`src/rtl/gcmd_pkg.sv`:
```
package gcmd_pkg;
  localparam int HDR_W = 24;
  localparam int WORD_W = 32;

  typedef enum logic [1:0] {TX_IDLE, TX_HDR, TX_PLD} tx_st_e;

  function automatic logic is_long(input logic [5:0] dt);
    return dt[3] && (dt[2:0] != 3'b000);
  endfunction

  function automatic logic is_rdreq(input logic [5:0] dt);
    return !dt[3] && ((dt[2:0] == 3'b100) || (dt[2:0] == 3'b110));
  endfunction
endpackage

```
`src/rtl/gcmd_fifo.sv`:
```
module gcmd_fifo #(
  parameter int WIDTH = 32,
  parameter int DEPTH = 4,
  localparam int AW = (DEPTH > 1) ? $clog2(DEPTH) : 1,
  localparam int CW = $clog2(DEPTH + 1)
) (
  input  logic             clk_i,
  input  logic             rst_ni,
  input  logic             we_i,
  input  logic [WIDTH-1:0] wdata_i,
  input  logic             re_i,
  output logic [WIDTH-1:0] rdata_o,
  output logic [CW-1:0]    count_o
);
  logic [WIDTH-1:0] mem_q [DEPTH];
  logic [AW-1:0] wr_ptr_q, rd_ptr_q;
  logic [CW-1:0] cnt_q;
  logic push, pop;

  assign push = we_i && (cnt_q != CW'(DEPTH));
  assign pop  = re_i && (cnt_q != '0);
  assign rdata_o = mem_q[rd_ptr_q];
  assign count_o = cnt_q;

  always_ff @(posedge clk_i or negedge rst_ni) begin
    if (!rst_ni) begin
      wr_ptr_q <= '0;
      rd_ptr_q <= '0;
      cnt_q    <= '0;
    end else begin
      if (push) wr_ptr_q <= (wr_ptr_q == AW'(DEPTH - 1)) ? '0 : wr_ptr_q + 1'b1;
      if (pop)  rd_ptr_q <= (rd_ptr_q == AW'(DEPTH - 1)) ? '0 : rd_ptr_q + 1'b1;
      if (push && !pop) cnt_q <= cnt_q + 1'b1;
      else if (pop && !push) cnt_q <= cnt_q - 1'b1;
    end
  end

  always_ff @(posedge clk_i) begin
    if (push) mem_q[wr_ptr_q] <= wdata_i;
  end
endmodule

```
`src/rtl/gcmd_tx.sv`:
```
module gcmd_tx
  import gcmd_pkg::*;
#(
  parameter int PLD_CW = 5
) (
  input  logic              clk_i,
  input  logic              rst_ni,
  input  logic [HDR_W-1:0]  cmd_i,
  input  logic              cmd_avail_i,
  output logic              cmd_pop_o,
  input  logic [WORD_W-1:0] pld_word_i,
  input  logic [PLD_CW-1:0] pld_count_i,
  output logic              pld_pop_o,
  output logic              tx_valid_o,
  output logic [7:0]        tx_data_o,
  input  logic              tx_ready_i,
  output logic              rd_sent_o
);
  tx_st_e st_q;
  logic [HDR_W-1:0] hdr_q;
  logic [1:0] idx_q;
  logic [15:0] bcnt_q;
  logic [31:0] avail_bytes;
  logic start, last_b, hdr_end;
  logic [15:0] wc_q;

  assign avail_bytes = 32'(pld_count_i) << 2;
  assign start = cmd_avail_i &&
                 (!is_long(cmd_i[5:0]) || (avail_bytes >= 32'(cmd_i[23:8])));
  assign wc_q    = hdr_q[23:8];
  assign last_b  = (bcnt_q == wc_q - 16'd1);
  assign hdr_end = (st_q == TX_HDR) && tx_ready_i && (idx_q == 2'd3);

  assign cmd_pop_o  = (st_q == TX_IDLE) && start;
  assign pld_pop_o  = (st_q == TX_PLD) && tx_ready_i && ((idx_q == 2'd3) || last_b);
  assign rd_sent_o  = hdr_end && is_rdreq(hdr_q[5:0]);
  assign tx_valid_o = (st_q != TX_IDLE);

  always_comb begin
    tx_data_o = 8'h00;
    if (st_q == TX_HDR) begin
      case (idx_q)
        2'd0: tx_data_o = hdr_q[7:0];
        2'd1: tx_data_o = hdr_q[15:8];
        2'd2: tx_data_o = hdr_q[23:16];
        default: tx_data_o = 8'h00; // ECC slot, filled downstream
      endcase
    end else if (st_q == TX_PLD) begin
      tx_data_o = pld_word_i[8*idx_q +: 8];
    end
  end

  always_ff @(posedge clk_i or negedge rst_ni) begin
    if (!rst_ni) begin
      st_q   <= TX_IDLE;
      hdr_q  <= '0;
      idx_q  <= '0;
      bcnt_q <= '0;
    end else begin
      case (st_q)
        TX_IDLE: if (start) begin
          hdr_q <= cmd_i;
          idx_q <= '0;
          st_q  <= TX_HDR;
        end
        TX_HDR: if (tx_ready_i) begin
          idx_q <= idx_q + 1'b1;
          if (idx_q == 2'd3) begin
            bcnt_q <= '0;
            st_q   <= (is_long(hdr_q[5:0]) && (wc_q != 16'd0)) ? TX_PLD : TX_IDLE;
          end
        end
        TX_PLD: if (tx_ready_i) begin
          bcnt_q <= bcnt_q + 16'd1;
          idx_q  <= last_b ? 2'd0 : idx_q + 1'b1;
          if (last_b) st_q <= TX_IDLE;
        end
        default: st_q <= TX_IDLE;
      endcase
    end
  end
endmodule

```
`src/rtl/gcmd_rx.sv`:
```
module gcmd_rx
  import gcmd_pkg::*;
(
  input  logic              clk_i,
  input  logic              rst_ni,
  input  logic              rx_valid_i,
  input  logic [7:0]        rx_data_i,
  input  logic              rx_last_i,
  input  logic              rd_sent_i,
  input  logic              hdr_we_i,
  output logic              push_o,
  output logic [WORD_W-1:0] word_o,
  output logic              rd_done_o
);
  logic [WORD_W-1:0] acc_q;
  logic [1:0] sel_q;
  logic pend_q, done_q;

  always_comb begin
    word_o = acc_q;
    word_o[8*sel_q +: 8] = rx_data_i;
  end

  assign push_o    = rx_valid_i && (rx_last_i || (sel_q == 2'd3));
  assign rd_done_o = done_q;

  always_ff @(posedge clk_i or negedge rst_ni) begin
    if (!rst_ni) begin
      acc_q  <= '0;
      sel_q  <= '0;
      pend_q <= 1'b0;
      done_q <= 1'b0;
    end else begin
      if (rx_valid_i) begin
        if (push_o) begin
          acc_q <= '0;
          sel_q <= '0;
        end else begin
          acc_q <= word_o;
          sel_q <= sel_q + 1'b1;
        end
      end
      // header write wins over any completion in the same cycle
      if (hdr_we_i) begin
        pend_q <= 1'b0;
        done_q <= 1'b0;
      end else if (pend_q && rx_valid_i && rx_last_i) begin
        pend_q <= 1'b0;
        done_q <= 1'b1;
      end else if (rd_sent_i) begin
        pend_q <= 1'b1;
      end
    end
  end
endmodule

```
`src/rtl/gcmd_engine.sv`:
```
module gcmd_engine
  import gcmd_pkg::*;
#(
  parameter int CMD_DEPTH = 4,
  parameter int TXP_DEPTH = 16,
  parameter int RXP_DEPTH = 8
) (
  input  logic        clk_i,
  input  logic        rst_ni,
  input  logic        hdr_we_i,
  input  logic [23:0] hdr_wdata_i,
  input  logic        pld_we_i,
  input  logic [31:0] pld_wdata_i,
  input  logic        pld_re_i,
  output logic [31:0] pld_rdata_o,
  output logic [7:0]  status_o,
  output logic        tx_valid_o,
  output logic [7:0]  tx_data_o,
  input  logic        tx_ready_i,
  input  logic        rx_valid_i,
  input  logic [7:0]  rx_data_i,
  input  logic        rx_last_i
);
  localparam int CMD_CW = $clog2(CMD_DEPTH + 1);
  localparam int TXP_CW = $clog2(TXP_DEPTH + 1);
  localparam int RXP_CW = $clog2(RXP_DEPTH + 1);

  logic [HDR_W-1:0]  cmd_head;
  logic [CMD_CW-1:0] cmd_cnt;
  logic              cmd_pop;
  logic [WORD_W-1:0] txp_head;
  logic [TXP_CW-1:0] txp_cnt;
  logic              txp_pop;
  logic [RXP_CW-1:0] rxp_cnt;
  logic              rx_push, rd_sent, rd_done;
  logic [WORD_W-1:0] rx_word;

  gcmd_fifo #(.WIDTH(HDR_W), .DEPTH(CMD_DEPTH)) u_cmd_q (
    .clk_i, .rst_ni,
    .we_i(hdr_we_i), .wdata_i(hdr_wdata_i),
    .re_i(cmd_pop), .rdata_o(cmd_head), .count_o(cmd_cnt)
  );

  gcmd_fifo #(.WIDTH(WORD_W), .DEPTH(TXP_DEPTH)) u_txp_q (
    .clk_i, .rst_ni,
    .we_i(pld_we_i), .wdata_i(pld_wdata_i),
    .re_i(txp_pop), .rdata_o(txp_head), .count_o(txp_cnt)
  );

  gcmd_fifo #(.WIDTH(WORD_W), .DEPTH(RXP_DEPTH)) u_rxp_q (
    .clk_i, .rst_ni,
    .we_i(rx_push), .wdata_i(rx_word),
    .re_i(pld_re_i), .rdata_o(pld_rdata_o), .count_o(rxp_cnt)
  );

  gcmd_tx #(.PLD_CW(TXP_CW)) u_tx (
    .clk_i, .rst_ni,
    .cmd_i(cmd_head), .cmd_avail_i(cmd_cnt != '0), .cmd_pop_o(cmd_pop),
    .pld_word_i(txp_head), .pld_count_i(txp_cnt), .pld_pop_o(txp_pop),
    .tx_valid_o, .tx_data_o, .tx_ready_i,
    .rd_sent_o(rd_sent)
  );

  gcmd_rx u_rx (
    .clk_i, .rst_ni,
    .rx_valid_i, .rx_data_i, .rx_last_i,
    .rd_sent_i(rd_sent), .hdr_we_i,
    .push_o(rx_push), .word_o(rx_word), .rd_done_o(rd_done)
  );

  always_comb begin
    status_o    = 8'h00;
    status_o[1] = (rxp_cnt == '0);
    status_o[3] = (txp_cnt == '0);
    status_o[5] = (cmd_cnt == '0);
    status_o[7] = rd_done;
  end
endmodule

```
`config.mk`:
```
export PLATFORM = sky130hd
export DESIGN_NAME = gcmd_engine
export DESIGN_NICKNAME = d
export VERILOG_FILES = /design/src/rtl/gcmd_pkg.sv /design/src/rtl/gcmd_fifo.sv /design/src/rtl/gcmd_tx.sv /design/src/rtl/gcmd_rx.sv /design/src/rtl/gcmd_engine.sv
export SDC_FILE = /design/constraint.sdc
export NUM_CORES = 1
export LEC_CHECK = 0
export BUFFER_PORTS_ARGS = -buffer_cell sky130_fd_sc_hd__buf_4
export CAP_MARGIN = 5
export CELL_PAD_IN_SITES_DETAIL_PLACEMENT = 1
export CELL_PAD_IN_SITES_GLOBAL_PLACEMENT = 1
export CORE_MARGIN = 3
export CORE_UTILIZATION = 49
export DETAILED_ROUTE_END_ITERATION = 7
export HOLD_SLACK_MARGIN = 0.05
export PLACE_DENSITY = 0.76
export SLEW_MARGIN = 5
export SYNTH_ARGS = -nofsm -noshare
export SYNTH_HDL_FRONTEND = slang
export SYNTH_SLANG_ARGS = --single-unit
```
`constraint.sdc`:
```
create_clock -name clk_i -period 4 [get_ports clk_i]
set_clock_uncertainty 0.15 [all_clocks]
set_input_delay 0.8 -clock clk_i [delete_from_list [all_inputs] [get_ports clk_i]]
set_output_delay 0.8 -clock clk_i [all_outputs]
set_load 0.02 [all_outputs]
```
==> impl_summary.log <==
INFO  metric cellLeakagePower = 15.6 nW
INFO  metric crit_buf_inv = 5
INFO  metric clkSlewWorstSetupHoldPaths = 60 ps
INFO  metric timing_worst_slew_pin_value = 1190 ps
INFO  metric die-height = 289 um
INFO  metric design.die.area = 83500 um^2
INFO  metric detailed_place.area = 42100 um^2
INFO  metric setup_slack = -339 ps
INFO  metric postRouteAntennaNets = 0
INFO  metric finalHoldViolCount = 0
INFO  metric timing.hold.worst.class = in2async
INFO  metric route.layer.met1.wl = around 37000 um
INFO  metric fin_nets = around 2.3k
INFO  metric netlist_area = 39300 um^2
INFO  metric fin_crit = 4340 ps
INFO  metric clock_power_share = 0.324
INFO  metric slew_violations = 0
INFO  metric initial_cell_density_of_the_core = 0.496
INFO  metric yosys_warnings = 0
INFO  metric core_footprint = 79100 um^2
INFO  metric outcome = finished with violations
INFO  metric post-route-drc-count = 0
INFO  metric first_pass_grt_wire_length = 144000 um
INFO  metric cts-buffers-inserted = 100
INFO  metric ys_top_cells_by_area = sky130_fd_sc_hd__edfxtp_1 (66%), sky130_fd_sc_hd__mux4_2 (14%), sky130_fd_sc_hd__dfrtp_1 (7.0%), sky130_fd_sc_hd__mux2_2 (1.5%), sky130_fd_sc_hd__ha_1 (1.4%)
INFO  metric violations = setup timing
INFO  metric detailroute.wirelength.met2 = 51100 um
INFO  metric post-route-period-util = 1.08
INFO  metric clk_path_buf_depth = 3
INFO  metric synth.ff_latch_count = 974
INFO  metric drive_gt1_frac = 0.345
INFO  metric power_per_cell_area = 655 nW/um^2
INFO  metric yosys.area.top_type_share = 0.661
INFO  metric routed_via_density = about 6.0
INFO  metric vias_post_dr = between 20k and 25k
INFO  metric synthToLayoutAreaGrowth = 18.1%
INFO  metric cap_violations = 0
INFO  metric peakVddDrop = 0.484 mV
INFO  metric layout.area.seq = 28700 um^2
INFO  metric critical_path.max_stage_delay = 520 ps
INFO  metric htree_num_levels = 3
INFO  metric wirelength = 96300 um
INFO  metric globalRouteTotalUtil = 0.234
INFO  metric top_level_ports = roughly 120
INFO  metric global_route.overflow_total = 0
INFO  metric comb_power_share = 0.244
INFO  metric cp_max_fo = 8
INFO  metric firstDrtPassIters = 5
INFO  metric worst_path_dominant_cell_family = multiplexers
INFO  metric dp_hpwl = 56900 um
INFO  metric grt_pass1_vias = around 22k
INFO  metric multiInputGateArea = 10300 um^2
INFO  metric fillers = 6787
INFO  metric setup.worst_path.start = u_txp_q.rd_ptr_q[0]
INFO  metric die_width = a little under 300 um
INFO  metric place.gp.congestion = a little over 0.8
INFO  metric switching_share = 0.291
INFO  metric setup_violations = 8
INFO  metric crit_chain = buf_12 -> buf_12 -> buf_12 -> mux4_2 -> mux4_2 -> mux2i_1 -> buf_4 -> o22ai_2 -> o21bai_4 -> buf_6
INFO  metric postLayoutCellArea = around 46000 um^2
INFO  metric dr.max_layer_used = met5
INFO  metric clkLatencyLatePin = 690 ps
INFO  metric synth_top_flop_cell = sky130_fd_sc_hd__edfxtp_1
INFO  metric synthDominantAreaCellType = sky130_fd_sc_hd__edfxtp_1
INFO  metric worstSetupEndpointType = primary output
INFO  metric most_frequent_cells_in_the_layout = sky130_fd_sc_hd__edfxtp_1 (864), sky130_fd_sc_hd__mux4_2 (248), sky130_fd_sc_hd__buf_4 (193)
INFO  metric grt_start_max_net_pins = 70
INFO  metric placed_cells = 3134
INFO  metric total_number_of_clock_tree_sinks = slightly below 1k
INFO  metric setup_repair_after_global_routing_missed_its_margin = yes
INFO  metric sequential_cell_area_fraction_in_the_yosys_report = 0.731
INFO  metric timing.critical_path.arrival = 3390 ps
INFO  metric worst_ep_required_time = approximately 3100 ps
INFO  metric critical_path.startpoint_type = flop
INFO  metric reported_net_switching_power = just under 0.009 W
INFO  metric fin_cells = 3354
INFO  metric fmax = approximately 230 MHz
INFO  metric antenna_found_initial = 8
INFO  metric fin_util = 0.586
INFO  metric critPathSlowestCell = sky130_fd_sc_hd__mux4_2
INFO  metric postSynthCellCount = just under 2k
INFO  metric tritoncts = yes
INFO  metric io_buffers = ~120
INFO  metric r2r-start = u_tx.hdr_q[10]
INFO  metric average_cell_area_after_synthesis = 19.9 um^2
INFO  metric netlist-cell-type-count = 77
INFO  metric timing.setup.critical_path_class = reg2out
INFO  metric critical-path-top-cell-by-count = sky130_fd_sc_hd__buf_12
INFO  metric cellInternalPower = 0.0215 W
INFO  metric dr_wl_met3 = 5370 um
INFO  metric drt_iter0_drc = 1944
INFO  metric placement_rows = 103
INFO  metric seqPwrFrac = 0.432
INFO  metric synthArstFlopShare = 0.113
INFO  metric layout_commonest_cell = sky130_fd_sc_hd__edfxtp_1
INFO  metric cts_root_buf = sky130_fd_sc_hd__clkbuf_16
INFO  metric detail_route.wl_per_cell = 28.7 um
INFO  metric synth-edff-count = 864
INFO  metric worst-r2r-setup-slack = 140 ps
INFO  metric worst_slew_margin_rel = 0.198
==> area by class of cell <==
cell class / count / share of cell area
diodes: 4 / 0.000216
clock buffers: 123 / 0.0565
clock inverters: 65 / 0.0196
inverters: 61 / 0.00494
multi-input cells: 842 / 0.223
flip-flops and latches: 974 / 0.619
well taps: 1050 / 0.0283
repair buffers: 235 / 0.0483
==> per-stage QoR <==
stage	setup slack, ps	TNS, ps	power (W)	hold WS (ps)
3_3_place_gp	93.3	0	0.0200	331
2_1_floorplan	-634	-67510	0.0176	314
6_report	-339	-2380	0.0304	72.6
3_5_place_dp	53.2	0	0.0204	341
4_1_cts	-357	-2690	0.0305	94.9
5_1_grt	-431	-3100	0.0316	135
==> synth_stat cells, drive strengths merged, types with 2 or more instances <==
master and number:
edfxtp 864, mux4 248, dfrtp 110, nor2 83, nand2 78, mux2 63
inv 61, clkbuf 54, o21ai 52, buf 45, ha 43, a31o 32
xnor2 26, nor3 23, mux2i 21, xor2 16, nand3 11, o22ai 11
a21oi 10, nand2b 9, a222oi 8, a31oi 8, nor4 8, o21bai 8
a21o 7, and2 7, or3 7, nand4 6, and3 4, nor2b 4
nor3b 4, a22o 3, fa 3, o21a 3, o31ai 3, a21boi 2
nand3b 2, nor4bb 2, o211a 2, o21ba 2, o31a 2, or4 2
==> power groups by stage <==
stage	Combinational [W]	Clock (W)	Sequential, W
finish	0.00742	0.00985	0.0131
floorplan	0.00470	0	0.0129
global route	0.00796	0.0105	0.0132
CTS	0.00740	0.0100	0.0131
detailed placement	0.00712	0	0.0133
global placement	0.00688	0	0.0132
==> kinds of logic (layout without fill, tap and decap cells) <==
kind of cell,after synthesis,count (layout),share of synthesized area
xor gates and xnor gates,42,42,0.00937
adders and majority gates,46,46,0.0152
buffers and inverters,160,484,0.0166
and+or+nand+nor,255,255,0.0317
DFF,974,974,0.731
muxes,332,332,0.166
other,1,8,0.0000955
AOI/OAI and AO/OA,163,163,0.0299
==> state kept, by name (all words and copies together), names as in the netlist <==
name and cells:
u_txp_q.mem_q 512, u_rxp_q.mem_q 256, u_cmd_q.mem_q 96, u_rx.acc_q 32
u_tx.hdr_q 24, u_tx.bcnt_q 16, u_txp_q.count_o 5, u_rxp_q.count_o 4
u_txp_q.rd_ptr_q 4, u_txp_q.wr_ptr_q 4, u_cmd_q.count_o 3, u_rxp_q.rd_ptr_q 3
u_rxp_q.wr_ptr_q 3, u_cmd_q.rd_ptr_q 2, u_cmd_q.wr_ptr_q 2, u_rx.sel_q 2
u_tx.idx_q 2, u_tx.st_q 2, u_rx.pend_q 1, u_rx.rd_done_o 1
==> path summary, 6_finish.rpt <==
path,end,cells after the start
max,tx_data_o[5],10
min,u_cmd_q.wr_ptr_q[1],1
max reg2reg,u_txp_q.count_o[4],14
min reg2reg,u_tx.hdr_q[5],1
max in group asynchronous,u_tx.hdr_q[4],2
min in group clk_i,u_rx.pend_q,2
==> repair_timing <==
action | CTS | global route
pin swaps | 2 | 4
endpoints found under the hold margin | 0 | 0
gates cloned | 5 | 0
gates resized for setup | 55 | 22
buffers inserted | 10 | 15
hold buffers | 0 | 0
endpoints found under the setup margin | 8 | 10
==> metal layers <==
metal	vias to the layer above	track usage
li1	8479	-
met1	10800	0.304
met2	668	0.410
met3	152	0.0371
met4	8	0.0660
met5	-	0
No activity file was read; power rests on OpenSTA's default activity.
